$ cat src/rtl/hcu_pkg.sv
package hcu_pkg;
  typedef enum logic [1:0] {
    CY_FETCH = 2'b00,
    CY_INDIR = 2'b01,
    CY_EXEC  = 2'b10,
    CY_INTR  = 2'b11
  } cycle_e;

  localparam int CTL_W = 9;

  localparam int C_PC2MAR  = 0;
  localparam int C_MEMRD   = 1;
  localparam int C_PCINC   = 2;
  localparam int C_IRLOAD  = 3;
  localparam int C_ADR2MAR = 4;
  localparam int C_ALUEN   = 5;
  localparam int C_ACCLD   = 6;
  localparam int C_PCSAVE  = 7;
  localparam int C_PCVEC   = 8;

  localparam int OP_LOAD = 1;
  localparam int OP_ADD  = 2;
  localparam int OP_AND  = 3;
endpackage

$ cat src/rtl/hcu_rst_sync.sv
module hcu_rst_sync (
  input  logic clk_i,
  input  logic rst_ni,
  output logic rst_sync_no
);
  logic [1:0] sync_q;

  always_ff @(posedge clk_i or negedge rst_ni) begin
    if (!rst_ni) sync_q <= 2'b00;
    else         sync_q <= {sync_q[0], 1'b1};
  end

  assign rst_sync_no = sync_q[1];
endmodule

$ cat src/rtl/hcu_timing.sv
module hcu_timing #(
  parameter int N_STEPS = 3
) (
  input  logic               clk_i,
  input  logic               rst_ni,
  input  logic               en_i,
  output logic [N_STEPS-1:0] step_o,
  output logic               last_o
);
  localparam logic [N_STEPS-1:0] STEP_T1 = N_STEPS'(1);

  logic [N_STEPS-1:0] step_q, step_d;

  assign last_o = step_q[N_STEPS-1];

  always_comb begin
    step_d = step_q;
    if (en_i) begin
      if (last_o) step_d = STEP_T1;
      else        step_d = step_q << 1;
    end
  end

  always_ff @(posedge clk_i or negedge rst_ni) begin
    if (!rst_ni) step_q <= STEP_T1;
    else         step_q <= step_d;
  end

  assign step_o = step_q;
endmodule

$ cat src/rtl/hcu_cycle_fsm.sv
module hcu_cycle_fsm
  import hcu_pkg::*;
(
  input  logic   clk_i,
  input  logic   rst_ni,
  input  logic   en_i,
  input  logic   ind_i,
  input  logic   irq_i,
  output cycle_e cycle_o
);
  cycle_e cyc_q, cyc_d;

  always_comb begin
    cyc_d = cyc_q;
    if (en_i) begin
      unique case (cyc_q)
        CY_FETCH: cyc_d = ind_i ? CY_INDIR : CY_EXEC;
        CY_INDIR: cyc_d = CY_EXEC;
        CY_EXEC:  cyc_d = irq_i ? CY_INTR : CY_FETCH;
        CY_INTR:  cyc_d = CY_FETCH;
        default:  cyc_d = CY_FETCH;
      endcase
    end
  end

  always_ff @(posedge clk_i or negedge rst_ni) begin
    if (!rst_ni) cyc_q <= CY_FETCH;
    else         cyc_q <= cyc_d;
  end

  assign cycle_o = cyc_q;
endmodule

$ cat src/rtl/hcu_opdec.sv
module hcu_opdec #(
  parameter int OPC_W = 4
) (
  input  logic [OPC_W-1:0]      opcode_i,
  output logic [2**OPC_W-1:0]   line_o
);
  localparam int N_LINES = 2**OPC_W;

  for (genvar i = 0; i < N_LINES; i++) begin : g_line
    assign line_o[i] = (opcode_i == OPC_W'(i));
  end
endmodule

$ cat src/rtl/hcu_ctl_logic.sv
module hcu_ctl_logic
  import hcu_pkg::*;
#(
  parameter int OPC_W   = 4,
  parameter int N_STEPS = 3
) (
  input  logic                 run_i,
  input  logic [1:0]           cyc_i,
  input  logic [N_STEPS-1:0]   step_i,
  input  logic [2**OPC_W-1:0]  line_i,
  output logic [CTL_W-1:0]     ctl_o
);
  logic p, q, fe, ind, ex, itr, t1, t2, t3, mem_op, alu_op;
  logic [CTL_W-1:0] raw;

  assign p   = cyc_i[1];
  assign q   = cyc_i[0];
  assign fe  = ~p & ~q;
  assign ind = ~p &  q;
  assign ex  =  p & ~q;
  assign itr =  p &  q;
  assign t1  = step_i[0];
  assign t2  = step_i[1];
  assign t3  = step_i[2];

  assign mem_op = line_i[OP_LOAD] | line_i[OP_ADD] | line_i[OP_AND];
  assign alu_op = line_i[OP_ADD] | line_i[OP_AND];

  always_comb begin
    raw            = '0;
    raw[C_PC2MAR]  = fe & t1;
    raw[C_MEMRD]   = (fe & t2) | (ind & t2) | (ex & t2 & mem_op);
    raw[C_PCINC]   = fe & t2;
    raw[C_IRLOAD]  = fe & t3;
    raw[C_ADR2MAR] = (ind & t1) | (ex & t1 & mem_op);
    raw[C_ALUEN]   = ex & t3 & alu_op;
    raw[C_ACCLD]   = ex & t3 & mem_op;
    raw[C_PCSAVE]  = itr & t1;
    raw[C_PCVEC]   = itr & t2;
  end

  assign ctl_o = run_i ? raw : '0;
endmodule

$ cat src/rtl/hcu_top.sv
module hcu_top
  import hcu_pkg::*;
#(
  parameter int OPC_W   = 4,
  parameter int N_STEPS = 3
) (
  input  logic                clk_i,
  input  logic                rst_ni,
  input  logic [OPC_W-1:0]    opcode_i,
  input  logic                ind_i,
  input  logic                irq_i,
  output logic [CTL_W-1:0]    ctl_o,
  output logic [1:0]          cycle_o,
  output logic [N_STEPS-1:0]  step_o
);
  localparam int N_LINES = 2**OPC_W;

  logic               rst_sync_n;
  logic               run_q;
  logic               last_step;
  logic               adv;
  logic [N_LINES-1:0] op_line;
  cycle_e             cyc;

  hcu_rst_sync u_rst (
    .clk_i       (clk_i),
    .rst_ni      (rst_ni),
    .rst_sync_no (rst_sync_n)
  );

  always_ff @(posedge clk_i or negedge rst_sync_n) begin
    if (!rst_sync_n) run_q <= 1'b0;
    else             run_q <= 1'b1;
  end

  assign adv = run_q & last_step;

  hcu_timing #(.N_STEPS(N_STEPS)) u_tim (
    .clk_i  (clk_i),
    .rst_ni (rst_sync_n),
    .en_i   (run_q),
    .step_o (step_o),
    .last_o (last_step)
  );

  hcu_cycle_fsm u_fsm (
    .clk_i   (clk_i),
    .rst_ni  (rst_sync_n),
    .en_i    (adv),
    .ind_i   (ind_i),
    .irq_i   (irq_i),
    .cycle_o (cyc)
  );

  hcu_opdec #(.OPC_W(OPC_W)) u_dec (
    .opcode_i (opcode_i),
    .line_o   (op_line)
  );

  hcu_ctl_logic #(.OPC_W(OPC_W), .N_STEPS(N_STEPS)) u_ctl (
    .run_i  (run_q),
    .cyc_i  (cyc),
    .step_i (step_o),
    .line_i (op_line),
    .ctl_o  (ctl_o)
  );

  assign cycle_o = cyc;
endmodule

$ cat config.mk
export PLATFORM = sky130hd
export DESIGN_NAME = hcu_top
export DESIGN_NICKNAME = d
export VERILOG_FILES = /design/src/rtl/hcu_pkg.sv /design/src/rtl/hcu_rst_sync.sv /design/src/rtl/hcu_timing.sv /design/src/rtl/hcu_cycle_fsm.sv /design/src/rtl/hcu_opdec.sv /design/src/rtl/hcu_ctl_logic.sv /design/src/rtl/hcu_top.sv
export SDC_FILE = /design/constraint.sdc
export NUM_CORES = 1
export LEC_CHECK = 0
export BUFFER_PORTS_ARGS = -buffer_cell sky130_fd_sc_hd__buf_2
export CAP_MARGIN = 5
export CORE_AREA = 2 2 39 41
export DETAILED_ROUTE_END_ITERATION = 10
export DIE_AREA = 0 0 41 43
export PLACE_DENSITY = 0.65
export SYNTH_ARGS = -nofsm -noshare
export SYNTH_HDL_FRONTEND = slang
export SYNTH_SLANG_ARGS = --single-unit
$ cat constraint.sdc
create_clock -name clk_i -period 0.95 [get_ports clk_i]
set_input_delay 0.1425 -clock clk_i [delete_from_list [all_inputs] [get_ports clk_i]]
set_output_delay 0.1425 -clock clk_i [all_outputs]
set_load 0.02 [all_outputs]
## Word level (Yosys, flattened, before mapping)

Index checks and enable logic that the tools add are counted.

- Equal/unequal tests: 6
- Mux-type cells: 5
- Bitwise gates (word level): 27
- Reduce and logical (&&, ||, !) cells: 1

Operators by type and width:

| operator | number |
|---|---|
| 1-bit bitwise AND | 19 |
| 9-bit two-way mux | 1 |
| 4-bit by 2-bit equality test with 1-bit output, second input constant | 2 |
| 2-bit one-hot mux with 4 select lines | 1 |
| 1-bit bitwise OR | 6 |
| 2-bit equality test, second input constant | 2 |
| 4-bit by 1-bit equality test with 1-bit output, second input constant | 1 |
| 2-bit two-way mux | 2 |
| 3-bit two-way mux | 1 |
| 2-bit by 1-bit equality test with 1-bit output, second input constant | 1 |
| 2-bit logical NOT | 1 |
| 1-bit NOT | 2 |

- Bits in registers: 8
- Input port bits: 8
- Output and inout port bits: 14
- Word-level logic and storage cells: 43

## Logic depth before layout (Yosys ltp)

- Depth after elaboration: 6
- Mapped depth: 4
- Depth with buffers taken out: 3

## Modules after synthesis

From an unflattened synthesis, not the netlist that was laid out.

- Cells, all modules: 66
- Area total of the unflattened synthesis: 665.6 sq um

Modules (own cells, without submodules):

| module | instances | cells an instance | area an instance (sq um) | sequential area each (sq um) |
|---|---|---|---|---|
| hcu_opdec | 1 | 20 | 226.5 | 0.0 |
| hcu_timing | 1 | 10 | 128.9 | 76.3 |
| hcu_ctl_logic | 1 | 20 | 121.4 | 0.0 |
| hcu_cycle_fsm | 1 | 10 | 100.1 | 50.0 |
| hcu_rst_sync | 1 | 3 | 53.8 | 50.0 |
| hcu_top | 1 | 3 | 35.0 | 25.0 |

## Worst setup path before layout

Ideal clock, no wire load.

- Kind: register to output
- Start point: register u_fsm.cyc_q[0], in the netlist u_fsm.cycle_o[0]
- End point: output port ctl_o[4]
- Arrival time: 1.359 ns
- Required time: 0.808 ns
- Slack: -0.551 ns
- Cell stages (with the launch flop): 4
- Buffers on the path: 1
- Path through: dfrtp_1 -> buf_2 -> nand2b_1 -> o31ai_1

- Longest elaborated chain between the ends: 6
- Elaborated cells on any way between the ends: 8
- Classes of those cells: mux (1); bitwise (7)

Ends and longest elaborated chain:

| element | line | RTL |
|---|---|---|
| start: declaration | hcu_cycle_fsm.sv:11 | `cycle_e cyc_q, cyc_d;` |
| start signal: assignment | hcu_cycle_fsm.sv:28 | `else cyc_q <= cyc_d;` |
| 1-bit NOT | hcu_ctl_logic.sv:20 | `assign ex = p & ~q;` |
| 1-bit bitwise AND | hcu_ctl_logic.sv:20 |  |
| 1-bit bitwise AND (2 in a row) | hcu_ctl_logic.sv:35 | `raw[C_ADR2MAR] = (ind & t1) \| (ex & t1 & mem_op);` |
| 1-bit bitwise OR (*) | hcu_ctl_logic.sv:35 |  |
| 9-bit two-way mux (*) | hcu_ctl_logic.sv:42 | `assign ctl_o = run_i ? raw : '0;` |
| end: declaration | hcu_top.sv:12 | `output logic [CTL_W-1:0] ctl_o,` |

Mark *: on every way between the ends. The rest lies on a longest branch, timed or not.

## Final worst setup path

Same ends and word-level chain as after synthesis.

==> summary.txt <==
Status
  • Status: finished with violations
  • Failing checks: setup timing

CTS
  • Clk slew on worst S/H paths: 0.06 ns
  • Worst-Skew Late Latency: 0.26 ns
  • CTS HTree Levels: 1
  • CTS buffer count: 3
  • CTS Sinks: 8
  • TritonCTS clock tree: yes
  • CTS max path bufs: 2
  • Root buffer cell: clkbuf_4

Global routing
  • Global-route wire length before repair: 1.83 mm
  • Vias in the first global route: 434
  • GRT overflow: 0
  • GRT Util Overall: 0.158
  • Largest net degree at the start of global routing: 9
  • Initial antenna violation count: 0

STA
  • Setup Viol. Count Final: 16
  • Post-route clock skew: 0.000945 ns
  • Fmax: 707 MHz
  • Final worst setup slack: -0.464 ns
  • RSZ-0062 raised after global routing: yes
  • Final hold vios: 0
  • Final min period: 1.41 ns
  • Max Slew Vio Count: 0
  • Fin crit share: 1.49
  • Sum Neg Setup Slack: -5.12 ns

Floorplan
  • I/O Pins: 22
  • Initial Utilization: 0.293
  • Core area: 1380 um^2
  • Die width: 41 um
  • # rows: 14
  • Die H: 43 um
  • Die area: 1760 um^2

Worst setup path
  • Critical path launch point type: register
  • Crit path max fanout: 4
  • Kind of critical path: register to output pin
  • R2R setup slack: -0.34 ns
  • CP endpoint kind: output pin
  • Data required time of the worst path: 0.81 ns
  • Critical Path AT: 1.27 ns

Finish
  • Nets: 98
  • Antenna diodes: 0
  • Most frequent cells in the layout: buf_6, buf_4, buf_2
  • Area grow syn2layout: 124%
  • Count of non-filler cells in the finished layout: 105
  • Share of cells above drive strength 1: 0.719
  • Most common cell after layout, fill and taps aside: buf_6

Synthesis
  • Mapped Cells: 47
  • Yosys reg bits: 8
  • Mean post-synth cell area: 8.63 um^2
  • Synthesized cell area: 405 um^2
  • Ys async rst share: 1.00
  • Most used DFF post-synth: dfrtp_1
  • Number of synthesized flops with an enable pin: 0
  • Synth warn: 0
  • Seq/Total Area, Yosys: 0.497
  • Synth unique cells: 18

Run
  • Max-cap violations: 0

Detailed routing
  • Met3 WL: 40 um
  • DRC: 0
  • Iter 0 DRT Violations: 4
  • DR vias: 476
  • Met1 wire length: 489 um
  • Met2 wire len: 680 um
  • Drt first pass iters: 2
  • Routed wire length: 1.24 mm
  • Vias per Instance: 4.53
  • Final ANT Viol Nets: 0
  • Average wire per standard cell: 11.8 um
  • Max layer used: met4

Power
  • PnR Total Power: 1950 uW
  • Power Density: 2150 nW/um^2
  • Static leakage: 0.000446 uW
  • Maximum vdd ir drop: 1200 uV

Placement
  • DP HPWL: 779 um
  • Inst Count DP: 96
  • IO buf count: 21
  • GPL Wtd Cong: 0.720

Hold path
  • Hold Path Class: register to async pin
==> worst max-delay path, stage by stage (launching register included) <==
cell and delay, ns:
dfrtp_2 0.42, nand2b_4 0.17, o31ai_4 0.27, buf_6 0.15
==> metrics by stage <==
step / utilization / hold WS [ns] / area (um^2) / worst slack [ns]
after global placement: 0.527 / -0.0702 / 729 / -0.186
after floorplan: - / -0.153 / 517 / -0.302
final: 0.656 / 0.0938 / 908 / -0.464
after detailed placement: 0.527 / -0.0685 / 729 / -0.180
after CTS: 0.613 / 0.100 / 848 / -0.431
after global routing: 0.656 / 0.113 / 908 / -0.492
==> sequential cells by signal (all words and copies together), names as in the netlist <==
register / cells
u_fsm.cycle_o: 2
u_rst.sync_q: 2
run_q: 1
u_tim.step_o: 3
==> power by group <==
group          internal [uW]  leakage, uW  total [uW]  switching [uW]
logic                    626     0.000338        1150             520
registers                423    0.0000925         517            93.8
clock network            161    0.0000150         289             127
==> layer usage <==
metal / global-route usage / vias up
met5: 0 / -
met3: 0.0314 / 3
met1: 0.180 / 221
met2: 0.263 / 11
li1: - / 241
met4: 0.0800 / 0
==> Yosys cell counts, drive strengths merged (2+ instances only) <==
library cell	instances	area share
buf	3	0.043
dfrtp	7	0.43
inv	3	0.028
nand2	7	0.065
nor2	3	0.028
nor2b	3	0.046
nor3	6	0.074
o21ai	5	0.062
o31ai	2	0.037
==> kinds of logic (layout without fill, tap and decap cells) <==
group	after synthesis	after routing	share of synthesized area
buf+inv	6	47	0.0710
mux	1	1	0.0247
compound gates	9	9	0.133
flops	8	8	0.497
simple gates	22	22	0.265
other cells	1	2	0.00925
==> final timing paths <==
kind / depth (start not counted) / start / to
worst max-delay path: 3 / u_fsm.cycle_o[0] / ctl_o[4]
worst min-delay path: 0 / u_rst.sync_q[1] / run_q
worst max register to register: 6 / u_fsm.cycle_o[1] / u_fsm.cycle_o[0]
worst min register to register: 0 / u_rst.sync_q[1] / run_q
max in group asynchronous: 0 / u_rst.sync_q[1] / u_tim.step_o[0]
min in group clk_i: 3 / ind_i / u_fsm.cycle_o[1]
==> final cells by class <==
class | instances | area, um^2
fill | 116 | 475
tap | 16 | 20.0
clock buffer | 4 | 26.3
inverter | 3 | 11.3
timing repair buffer | 40 | 349
multi-input combinational | 34 | 295
sequential | 8 | 206
==> repair_timing <==
item | 4_1_cts | 5_1_grt
hold buffers | 1 | 0
buffers inserted | 4 | 4
pin swaps | 1 | 2
setup endpoints to repair | 18 | 19
hold endpoints to repair | 2 | 0
gates resized for setup | 23 | 16
Note: power is estimated with default switching activity, not from simulation.
